**config.mk**
```make
export PLATFORM = sky130hd
export DESIGN_NAME = supv_rst_ctrl
export DESIGN_NICKNAME = d
export VERILOG_FILES = /design/src/rtl/supv_rst_pkg.sv /design/src/rtl/supv_rst_datapath.sv /design/src/rtl/supv_rst_control.sv /design/src/rtl/supv_rst_ctrl.sv
export SDC_FILE = /design/constraint.sdc
export NUM_CORES = 1
export LEC_CHECK = 0
export CAP_MARGIN = 20
export CORE_UTILIZATION = 35
export DETAILED_ROUTE_END_ITERATION = 16
export PLACE_DENSITY = 0.6
export SYNTH_ARGS = -nofsm -noshare
export SYNTH_HDL_FRONTEND = slang
export SYNTH_SLANG_ARGS = --single-unit
```
**constraint.sdc**
```tcl
create_clock -name clk -period 2.24 [get_ports clk]
set_input_delay 0.336 -clock clk [delete_from_list [all_inputs] [get_ports clk]]
set_output_delay 0.336 -clock clk [all_outputs]
set_load 0.05 [all_outputs]
```
**src/rtl/supv_rst_pkg.sv**
```systemverilog
package supv_rst_pkg;

  typedef enum logic [1:0] {
    ST_HOLD  = 2'd0,
    ST_RUN   = 2'd1,
    ST_PULSE = 2'd2
  } supvState_t;

  // strobes from the control to the datapath
  typedef struct packed {
    logic cntClr;     // clear the tick counter
    logic cntEn;      // count slow ticks
    logic pulseLimit; // 1: compare against pulse length, 0: hold length
    logic drive;      // pull the reset line low
  } ctlStrobe_t;

endpackage

```
**src/rtl/supv_rst_datapath.sv**
```systemverilog
module supv_rst_datapath
  import supv_rst_pkg::*;
#(
  parameter int HOLD_TICKS    = 1000,
  parameter int PULSE_TICKS   = 1000,
  parameter int GLITCH_CYCLES = 4,
  parameter int SYNC_STAGES   = 2
) (
  input  logic       clk,
  input  logic       rstN,
  input  logic       slowTick,
  input  logic       supplyOk,
  input  logic       pinSense,
  input  ctlStrobe_t strb,
  output logic       supplyBad,
  output logic       pinFall,
  output logic       cntDone,
  output logic       pinLowSync
);

  localparam int MAX_TICKS = (HOLD_TICKS > PULSE_TICKS) ? HOLD_TICKS : PULSE_TICKS;
  localparam int CNT_W     = $clog2(MAX_TICKS + 1);
  localparam int GL_W      = $clog2(GLITCH_CYCLES + 1);
  localparam int HIST_LEN  = SYNC_STAGES + 1;
  localparam logic [CNT_W-1:0] HOLD_LAST  = CNT_W'(HOLD_TICKS - 1);
  localparam logic [CNT_W-1:0] PULSE_LAST = CNT_W'(PULSE_TICKS - 1);
  localparam logic [GL_W-1:0]  GL_LIMIT   = GL_W'(GLITCH_CYCLES);

  // ---------------- supply glitch filter ----------------
  logic [GL_W-1:0] lowCnt;

  always_ff @(posedge clk or negedge rstN) begin
    if (!rstN) begin
      lowCnt <= '0;
    end else if (supplyOk) begin
      lowCnt <= '0;
    end else if (lowCnt != GL_LIMIT) begin
      lowCnt <= lowCnt + 1'b1;
    end
  end

  assign supplyBad = (lowCnt == GL_LIMIT);

  // ---------------- reset line synchroniser ----------------
  logic [SYNC_STAGES-1:0] syncChain;
  logic                   pinPrev;
  logic                   pinNow;

  generate
    if (SYNC_STAGES == 1) begin : g_sync1
      always_ff @(posedge clk or negedge rstN) begin
        if (!rstN) syncChain <= '1;
        else       syncChain <= pinSense;
      end
    end else begin : g_syncN
      always_ff @(posedge clk or negedge rstN) begin
        if (!rstN) syncChain <= '1;
        else       syncChain <= {syncChain[SYNC_STAGES-2:0], pinSense};
      end
    end
  endgenerate

  assign pinNow = syncChain[SYNC_STAGES-1];

  always_ff @(posedge clk or negedge rstN) begin
    if (!rstN) pinPrev <= 1'b1;
    else       pinPrev <= pinNow;
  end

  assign pinLowSync = ~pinNow;

  // ---------------- own-drive mask for the edge detector ----------------
  logic [HIST_LEN-1:0] driveHist;

  always_ff @(posedge clk or negedge rstN) begin
    if (!rstN) driveHist <= '1;
    else       driveHist <= {driveHist[HIST_LEN-2:0], strb.drive};
  end

  assign pinFall = pinPrev & ~pinNow & ~strb.drive & ~(|driveHist);

  // ---------------- slow tick counter ----------------
  logic [CNT_W-1:0] tickCnt;
  logic [CNT_W-1:0] lastVal;
  logic             atLast;

  assign lastVal = strb.pulseLimit ? PULSE_LAST : HOLD_LAST;
  assign atLast  = (tickCnt == lastVal);
  assign cntDone = strb.cntEn & slowTick & atLast;

  always_ff @(posedge clk or negedge rstN) begin
    if (!rstN) begin
      tickCnt <= '0;
    end else if (strb.cntClr) begin
      tickCnt <= '0;
    end else if (strb.cntEn && slowTick) begin
      tickCnt <= atLast ? '0 : tickCnt + 1'b1;
    end
  end

endmodule

```
**src/rtl/supv_rst_control.sv**
```systemverilog
module supv_rst_control
  import supv_rst_pkg::*;
(
  input  logic       clk,
  input  logic       rstN,
  input  logic       supplyBad,
  input  logic       pinFall,
  input  logic       cntDone,
  output ctlStrobe_t strb
);

  supvState_t state, stateNext;

  always_ff @(posedge clk or negedge rstN) begin
    if (!rstN) state <= ST_HOLD;
    else       state <= stateNext;
  end

  always_comb begin
    stateNext       = state;
    strb            = '0;
    // a qualified drop pulls the line in the same cycle
    strb.drive      = (state != ST_RUN) | supplyBad;
    strb.pulseLimit = (state == ST_PULSE);
    unique case (state)
      ST_HOLD: begin
        if (supplyBad) begin
          strb.cntClr = 1'b1;
        end else begin
          strb.cntEn = 1'b1;
          if (cntDone) stateNext = ST_RUN;
        end
      end
      ST_RUN: begin
        if (supplyBad) begin
          strb.cntClr = 1'b1;
          stateNext   = ST_HOLD;
        end else if (pinFall) begin
          strb.cntClr = 1'b1;
          stateNext   = ST_PULSE;
        end
      end
      ST_PULSE: begin
        if (supplyBad) begin
          strb.cntClr = 1'b1;
          stateNext   = ST_HOLD;
        end else begin
          strb.cntEn = 1'b1;
          if (cntDone) stateNext = ST_RUN;
        end
      end
      default: begin
        strb.cntClr = 1'b1;
        stateNext   = ST_HOLD;
      end
    endcase
  end

endmodule

```
**src/rtl/supv_rst_ctrl.sv**
```systemverilog
module supv_rst_ctrl
  import supv_rst_pkg::*;
#(
  parameter int HOLD_TICKS    = 1000,
  parameter int PULSE_TICKS   = 1000,
  parameter int GLITCH_CYCLES = 4,
  parameter int SYNC_STAGES   = 2
) (
  input  logic clk,
  input  logic rstN,
  input  logic slowTick,
  input  logic supplyOk,
  input  logic pinSense,
  output logic pullLow,
  output logic writeLock
);

  ctlStrobe_t strb;
  logic       supplyBad;
  logic       pinFall;
  logic       cntDone;
  logic       pinLowSync;

  supv_rst_datapath #(
    .HOLD_TICKS   (HOLD_TICKS),
    .PULSE_TICKS  (PULSE_TICKS),
    .GLITCH_CYCLES(GLITCH_CYCLES),
    .SYNC_STAGES  (SYNC_STAGES)
  ) u_dp (
    .clk       (clk),
    .rstN      (rstN),
    .slowTick  (slowTick),
    .supplyOk  (supplyOk),
    .pinSense  (pinSense),
    .strb      (strb),
    .supplyBad (supplyBad),
    .pinFall   (pinFall),
    .cntDone   (cntDone),
    .pinLowSync(pinLowSync)
  );

  supv_rst_control u_ctl (
    .clk      (clk),
    .rstN     (rstN),
    .supplyBad(supplyBad),
    .pinFall  (pinFall),
    .cntDone  (cntDone),
    .strb     (strb)
  );

  assign pullLow   = strb.drive;
  assign writeLock = strb.drive | pinLowSync;

endmodule

```
* After elaboration in Yosys (flattened, before gate mapping)
Cells that the tools add are included.
Cells by class: add/subtract/negate cells 2, equality and inequality tests 8, multiplexer cells 17, bitwise operators 10, reductions and logical operators 7
Operators by type and width (number):
- $mux W10 | 3
- $add A10 B1 Y10 const B | 1
- $eq A10 B10 Y1 const B | 1
- $mux W2 | 5
- $mux W3 | 2
- $pmux W2 S3 | 1
- $and A1 B1 Y1 | 5
- $mux W1 | 5
- $reduce_bool A2 Y1 | 2
- $add A3 B1 Y3 const B | 1
- $eq A3 B3 Y1 const B | 1
- $ne A3 B2 Y1 const B | 1
- $ne A3 B3 Y1 const B | 1
- $not A1 Y1 | 3
- $reduce_or A3 Y1 | 1
- $eq A2 B1 Y1 const B | 1
- $eq A2 B2 Y1 const B | 1
- $logic_not A2 Y1 | 1
- $ne A2 B1 Y1 const B | 1
- $ne A2 B2 Y1 const B | 1
- $or A1 B1 Y1 | 2
- $pmux W1 S2 | 1
- $reduce_and A2 Y1 | 1
- $reduce_or A2 Y1 | 1
- $logic_and A1 B1 Y1 | 1
Storage, ports and cells: register bits 21, bits of input ports 5, output and inout bits 2, word-level logic and storage cells 50

* Logic depth before layout (Yosys ltp)
Gate-level depths: netlist (run 1).
word-level depth 9, depth in mapped cells 6

* Cells and area by module
A second synthesis (run 1) with hierarchy kept.
Unflattened totals: cells, all modules 97, area, all modules 998.5 um^2
By module, submodules not included:
- supv_rst_datapath | instances 1, cells an instance 83, area an instance 865.8 um^2, seq. area each 483.0 um^2
- supv_rst_control | instances 1, cells an instance 13, area an instance 126.4 um^2, seq. area each 50.0 um^2
- supv_rst_ctrl | instances 1, cells an instance 1, area an instance 6.3 um^2, seq. area each 0.0 um^2

* Worst setup path before layout (run 1)
No wires, ideal clock.
path kind reg2reg, start point register u_dp.pinPrev, end point register u_dp.tickCnt[8], library setup time 78 ps, data arrival time 1855 ps, slack 307 ps, cell stages (with the launch flop) 5, path buffers 0, clock period less this slack 1933 ps, cell sequence dfstp_2 > or3b_4 > o311a_4 > or4b_1 > a21oi_1
On the way: word-level cells in the longest chain between the ends 7
Ends and longest elaborated chain:
- start, declared | RTL line supv_rst_datapath.sv:46 | logic pinPrev;
- start signal, assigned | RTL line supv_rst_datapath.sv:67 | else pinPrev <= pinNow;
- $and A1 B1 Y1 * (3 in a row) | RTL line supv_rst_datapath.sv:80 | assign pinFall = pinPrev & ~pinNow & ~strb.drive & ~(|driveHist);
- $mux W1 * | RTL line supv_rst_control.sv:38 | end else if (pinFall) begin
- $mux W1 * | RTL line supv_rst_control.sv:35 | if (supplyBad) begin
- $pmux W1 S2 * | RTL line supv_rst_control.sv:25 | unique case (state)
- $mux W10 or $reduce_bool A2 Y1 (tied branches)
- end signal, assigned | RTL line supv_rst_datapath.sv:97 | tickCnt <= atLast ? '0 : tickCnt + 1'b1;
- end, declared | RTL line supv_rst_datapath.sv:83 | logic [CNT_W-1:0] tickCnt;
Mark *: on every way between the ends. The rest lies on a longest branch, timed or not. A chain may end at the register's enable or synchronous reset.

* Final worst setup path (run 1)
Same ends and word-level chain as after synthesis.

==> flow_metrics.tcl, run 1 <==
set metrics [dict create \
    finalWorstSetupSlack_ns 0.215 \
    r2r-end "u_dp.tickCnt[8]" \
    synth.distinct_cells 35 \
    h-tree-depth 1 \
    setup_tns_ns 0 \
    track_usage 0.149 \
    setup_viol 0 \
    synthesis.instances 107 \
    cp_top_family "simple AND/OR/NAND/NOR gates" \
    start_util 0.376 \
    dr.pass1.iters 4 \
    max_freq_mhz 494 \
    cpPeakStageDelay_ns 0.53 \
    cts_made_buffers 3 \
    fin_crit_ns 2.02 \
    die_area_sq_um 3260 \
    cts.clk_slew.worst_paths_ns 0.12 \
    wl_mm 2.13 \
    hold_viol 0 \
    clkSinkCount 21 \
    syn_to_final_growth_pct 12.6 \
    fillerInstances 275 \
    reg2regPathDepth 4 \
    ir_worst_vdd_uv 286 \
    grt_max_degree 22 \
    worstSetupPathType "reg -> reg" \
    r2r_start "u_dp.pinPrev" \
    hold_class "in -> async" \
    drive_above_1_share 0.147 \
    grt_pass1_wl_mm 3.77 \
    drt_iter0_markers 25 \
    diodes 0 \
    ys_seq_area_frac 0.501 \
    vias 843 \
    clk_latency_ns 0.31 \
    worst-slew-pin-transition_ns 0.598 \
    ys_ff_latch 21 \
    cp_max_fo 6 \
    finalClockSkew_ns 0.00580 \
    worst-path-buf-inv 0 \
    crit_arrival_ns 2.27 \
    seq_area_sq_um 533 \
    p_leak_nw 0.502 \
    synth_area_sq_um 1060 \
    pre_cts_ws_ns 0.208 \
    rows 19 \
    core_area_sq_um 2830 \
    hpwl_mm 1.52 \
    fin_crit_sh 0.904 \
    status "finished, final reports clean" \
    ys.flop_type "dfrtp_1" \
    io_pins 7 \
    synthArstFlopShare 1.00 \
    end_kind "flop" \
    multi_input_area_sq_um 508 \
    maxSlewViolCount 0 \
    cts_resized 0 \
    gp_routability_congestion 0.802 \
    maxSlewHeadroom 0.601 \
    portBuffers 6 \
    cpMaxStageDelayCell "dfstp_2" \
    avgViaCountPerCell 5.73 \
    synth_area_per_cell_sq_um 9.94 \
    antenna_found_initial 0 \
    synth_edf_count 0 \
    cts_hold_buf 0 \
    synth_nets 115 \
    layout.nets 125 \
    start_kind "flop" \
    grt_setup_unrepaired "no" \
    synth_common_cells "dfrtp_1 (15), nand2_1 (14), nand3_1 (12)" \
    synth_top_area_cell "dfrtp_1" \
    cts_buffer_depth 2 \
    root_buffer "clkbuf_4" \
    synth.top_cell.area_share 0.353 \
    ys_warn_count 0 \
    rrSetupSlack_ns 0.22 \
    synth_most_common_cell "dfrtp_1" \
    die_h_microns 57.1 \
    grt.overflow.total 0 \
    routedWlPerCell_microns 14.5 \
    cp.required_ns 2.49 \
    ant_nets 0 \
    final_util 0.423 \
    route.detailed.drc 0 \
    grt_pass1_vias 834 \
    crit_chain "or3b_4, o311a_4, or4b_1, a21oi_1" \
    cts_tree "built" \
    synth_area_leaders "dfrtp_1 (35%), dfstp_2 (15%), nand3_1 (5.6%)" \
    postCtsSetupBuffers 0 \
    chipWidth_microns 57.1 \
    drv_cap 0 \
    power_density_nw_per_um2 740 \
]
## routing by layer
layer	GRT usage	part of all wire	vias to the layer above
met2	0.244	0.44	19
met3	0.0408	0.050	2
li1	-	-	423
met1	0.198	0.50	399
met5	0	0	-
met4	0.0314	0.0061	0
## final cells by class
type,count,share of cell area
Multi-Input combinational cell,80,0.424
Clock inverter,1,0.00418
Sequential cell,21,0.445
Inverter,4,0.0125
Clock buffer,3,0.0188
Timing Repair Buffer,7,0.0627
Tap cell,31,0.0324
## registers in the layout, indices dropped and copies added (netlist names)
signal	flops
u_dp.tickCnt	10
u_dp.driveHist	3
u_dp.lowCnt	3
u_ctl.state	2
u_dp.syncChain	2
u_dp.pinPrev	1
## cell families (layout without fill, tap and decap cells)
logic type | after synthesis | in the layout | synth area share
multiplexers | 1 | 1 | 0.00941
adder cells (fa/ha/maj) | 3 | 3 | 0.0353
AND/OR/NAND/NOR | 47 | 47 | 0.222
buffers and inverters | 6 | 15 | 0.0212
AO/OA/AOI/OAI | 27 | 27 | 0.194
flip-flops | 21 | 21 | 0.501
XOR/XNOR | 2 | 2 | 0.0165
## worst max path at each step
stage / start / endpoint / cells past startpoint
final: u_dp.pinPrev / u_dp.tickCnt[8] / 4
after global routing: u_dp.pinPrev / u_dp.tickCnt[8] / 4
after CTS: u_dp.pinPrev / u_dp.tickCnt[8] / 4
after detailed placement: slowTick / u_dp.tickCnt[8] / 5
after global placement: slowTick / u_dp.tickCnt[8] / 5
after floorplan: u_dp.pinPrev / u_dp.tickCnt[8] / 4
## per-stage QoR
step           instances  cell area [sq um]  total power, mW  hold WS, ns
3_5_place_dp         143               1170            0.701        0.349
4_1_cts              147               1200            0.887        0.356
5_1_grt              147               1200            0.946        0.368
3_3_place_gp         143               1170            0.698        0.346
6_report             147               1200            0.886        0.345
2_1_floorplan        107               1060            0.643       0.0404
## cell usage in the layout (no fill, tap or decap), drive strengths merged, types with 2 or more instances in the layout
cell type / instances
and3: 3
clkbuf: 3
o31ai: 2
buf: 3
inv: 4
dfstp: 6
a31oi: 5
a22oi: 2
nand2: 14
a21oi: 4
clkdlybuf4s50: 4
dfrtp: 15
ha: 3
nor2: 8
a41oi: 3
nand3: 12
o21ai: 4
xnor2: 2
## report_power, final
part           internal [mW]  total (mW)  switching [mW]  leakage (nW)
Sequential             0.438       0.521          0.0833         0.261
Combinational         0.0814       0.177          0.0955         0.224
Clock                 0.0667       0.188           0.122        0.0177
Total                  0.586       0.886           0.300         0.502
## worst reg2reg max path, stage by stage, from the launching register on
cell and delay [ns]:
dfstp_2 0.53, or3b_4 0.40, o311a_4 0.40, or4b_1 0.47, a21oi_1 0.16
Power figures use the tool's default switching activity.
==> inputs of run 2 (changes only) <==
==> constraint.sdc (replaced) <==
create_clock -name clk -period 2.24 [get_ports clk]
set_input_delay 0.224 -clock clk [delete_from_list [all_inputs] [get_ports clk]]
set_output_delay 0.224 -clock clk [all_outputs]
set_load 0.05 [all_outputs]
==> run 2 against run 1 <==
Compared with the run above: critical path depth is the same; clock skew is essentially flat; sequential cell count is the same; largest cell class unchanged.
==> flow_metrics.tcl, run 2 (synthesis gave the netlist of run 1 again) <==
set metrics [dict create \
    rrSetupSlack_ns 0.21 \
    cts_resized 0 \
    fillerInstances 276 \
    syn_to_final_growth_pct 11.3 \
    regMostFlops "u_dp.tickCnt" \
    largest_register_ffs 10 \
    postCtsSetupBuffers 0 \
    final_common_cell "dfrtp_1" \
    reg2regPathDepth 4 \
    route.detailed.drc 0 \
    end_kind "flop" \
    gp_routability_congestion 0.802 \
    crit_arrival_ns 2.27 \
    hpwl_mm 1.55 \
    vias 869 \
    grt_pass1_vias 764 \
    cpPeakStageDelay_ns 0.53 \
    top_regs "u_dp.tickCnt (10), u_dp.driveHist (3), u_dp.lowCnt (3)" \
    final_cell_mix "dfrtp_1 (15), nand2_1 (14), nand3_1 (12), nor2_1 (8), dfstp_2 (6)" \
    setup_tns_ns 0 \
    crit_chain "or3b_4, o311a_4, or4b_1, a21oi_1" \
    max_freq_mhz 492 \
    rows 19 \
    maxSlewViolCount 0 \
    avgViaCountPerCell 5.91 \
    drv_cap 0 \
    grt_max_degree 22 \
    ant_nets 0 \
    drt_iter0_markers 36 \
    cp_max_fo 6 \
    portBuffers 6 \
    ir_worst_vdd_uv 271 \
    hold_viol 0 \
    layout.nets 125 \
    r2r_start "u_dp.pinPrev" \
    core_area_sq_um 2830 \
    start_util 0.376 \
    antenna_found_initial 0 \
    io_pins 7 \
    setup_viol 0 \
    worstSetupPathType "reg -> reg" \
    cts_buffer_depth 2 \
    status "finished, final reports clean" \
    chipWidth_microns 57.1 \
    finalClockSkew_ns 0.00591 \
    grt_pass1_wl_mm 3.47 \
    power_density_nw_per_um2 738 \
    hold_class "in -> async" \
    grt_setup_unrepaired "no" \
    fin_crit_ns 2.03 \
    diodes 0 \
    cts_made_buffers 3 \
    clk_latency_ns 0.30 \
    cts_tree "built" \
    p_leak_nw 0.493 \
    h-tree-depth 1 \
    track_usage 0.142 \
    seq_area_sq_um 533 \
    fin_crit_sh 0.906 \
    maxSlewHeadroom 0.617 \
    die_area_sq_um 3260 \
    p_total_uw 873 \
    worst-slew-pin-transition_ns 0.574 \
    clkSinkCount 21 \
    cts.clk_slew.worst_paths_ns 0.11 \
    start_kind "flop" \
    r2r-end "u_dp.tickCnt[8]" \
    die_h_microns 57.1 \
    cp.required_ns 2.48 \
    cpMaxStageDelayCell "dfstp_2" \
    cts_hold_buf 0 \
    routedWlPerCell_microns 14.2 \
    multi_input_area_sq_um 508 \
    root_buffer "clkbuf_4" \
    grt.overflow.total 0 \
    drive_above_1_share 0.138 \
    dr.pass1.iters 4 \
    final_util 0.418 \
    wl_mm 2.09 \
]
-- run 2: changes by cell type in the layout (fill, tap and decap cells not counted) --
cell	change
buf_12	-1
buf_4	+1
clkbuf_1	+1
clkinv_2	-1
-- run 2: worst max path at each step --
stage	slack, ns	depth (start not counted)	start	endpoint
floorplan	0.31	4	u_dp.pinPrev	u_dp.tickCnt[8]
global placement	0.27	4	u_dp.pinPrev	u_dp.tickCnt[8]
detailed placement	0.24	4	u_dp.pinPrev	u_dp.tickCnt[8]
CTS	0.21	4	u_dp.pinPrev	u_dp.tickCnt[8]
global route	0.12	4	u_dp.pinPrev	u_dp.tickCnt[8]
finish	0.21	4	u_dp.pinPrev	u_dp.tickCnt[8]
-- run 2: final cells by class --
type / count / share of cell area
Sequential cell: 21 / 0.450
Multi-Input combinational cell: 80 / 0.429
Timing Repair Buffer: 7 / 0.0529
Tap cell: 31 / 0.0328
Clock buffer: 4 / 0.0222
Inverter: 4 / 0.0127
-- run 2: power breakdown --
group | leakage [nW] | internal (mW) | total (mW) | switching, mW
clock | 0.0150 | 0.0695 | 0.179 | 0.109
sequential | 0.261 | 0.438 | 0.521 | 0.0833
combinational | 0.217 | 0.0810 | 0.173 | 0.0918
total | 0.493 | 0.589 | 0.873 | 0.284
-- run 2: routing by layer --
layer | part of all wire | track usage | vias to the layer above
met5 | 0 | 0 | -
met4 | 0.021 | 0.0627 | 0
met3 | 0.053 | 0.0567 | 6
met2 | 0.46 | 0.224 | 29
met1 | 0.47 | 0.173 | 414
li1 | - | - | 420
-- run 2: metrics by stage --
step	hold WS (ns)	std cells	worst slack, ns	area, sq um
global placement	0.346	143	0.273	1160
CTS	0.241	147	0.205	1180
finish	0.242	147	0.210	1180
floorplan	-0.0716	107	0.307	1060
detailed placement	0.347	143	0.239	1160
global route	0.260	147	0.124	1180
-- run 2: critical path: cells and delay by family (launching register included) --
family / cells / cell delay, ns
simple gates: 2 / 0.88
compound gates: 2 / 0.56
flops: 1 / 0.53
==> inputs of run 3 (changes only) <==
--- a/config.mk
+++ b/config.mk
@@ -8,6 +8,7 @@
 export CAP_MARGIN = 20
 export CORE_UTILIZATION = 35
 export DETAILED_ROUTE_END_ITERATION = 16
+export GPL_ROUTABILITY_DRIVEN = 0
 export PLACE_DENSITY = 0.6
 export SYNTH_ARGS = -nofsm -noshare
 export SYNTH_HDL_FRONTEND = slang
==> results of run 3 <==
Same layout as run 2: the final DEF is identical, and so are final timing and power.
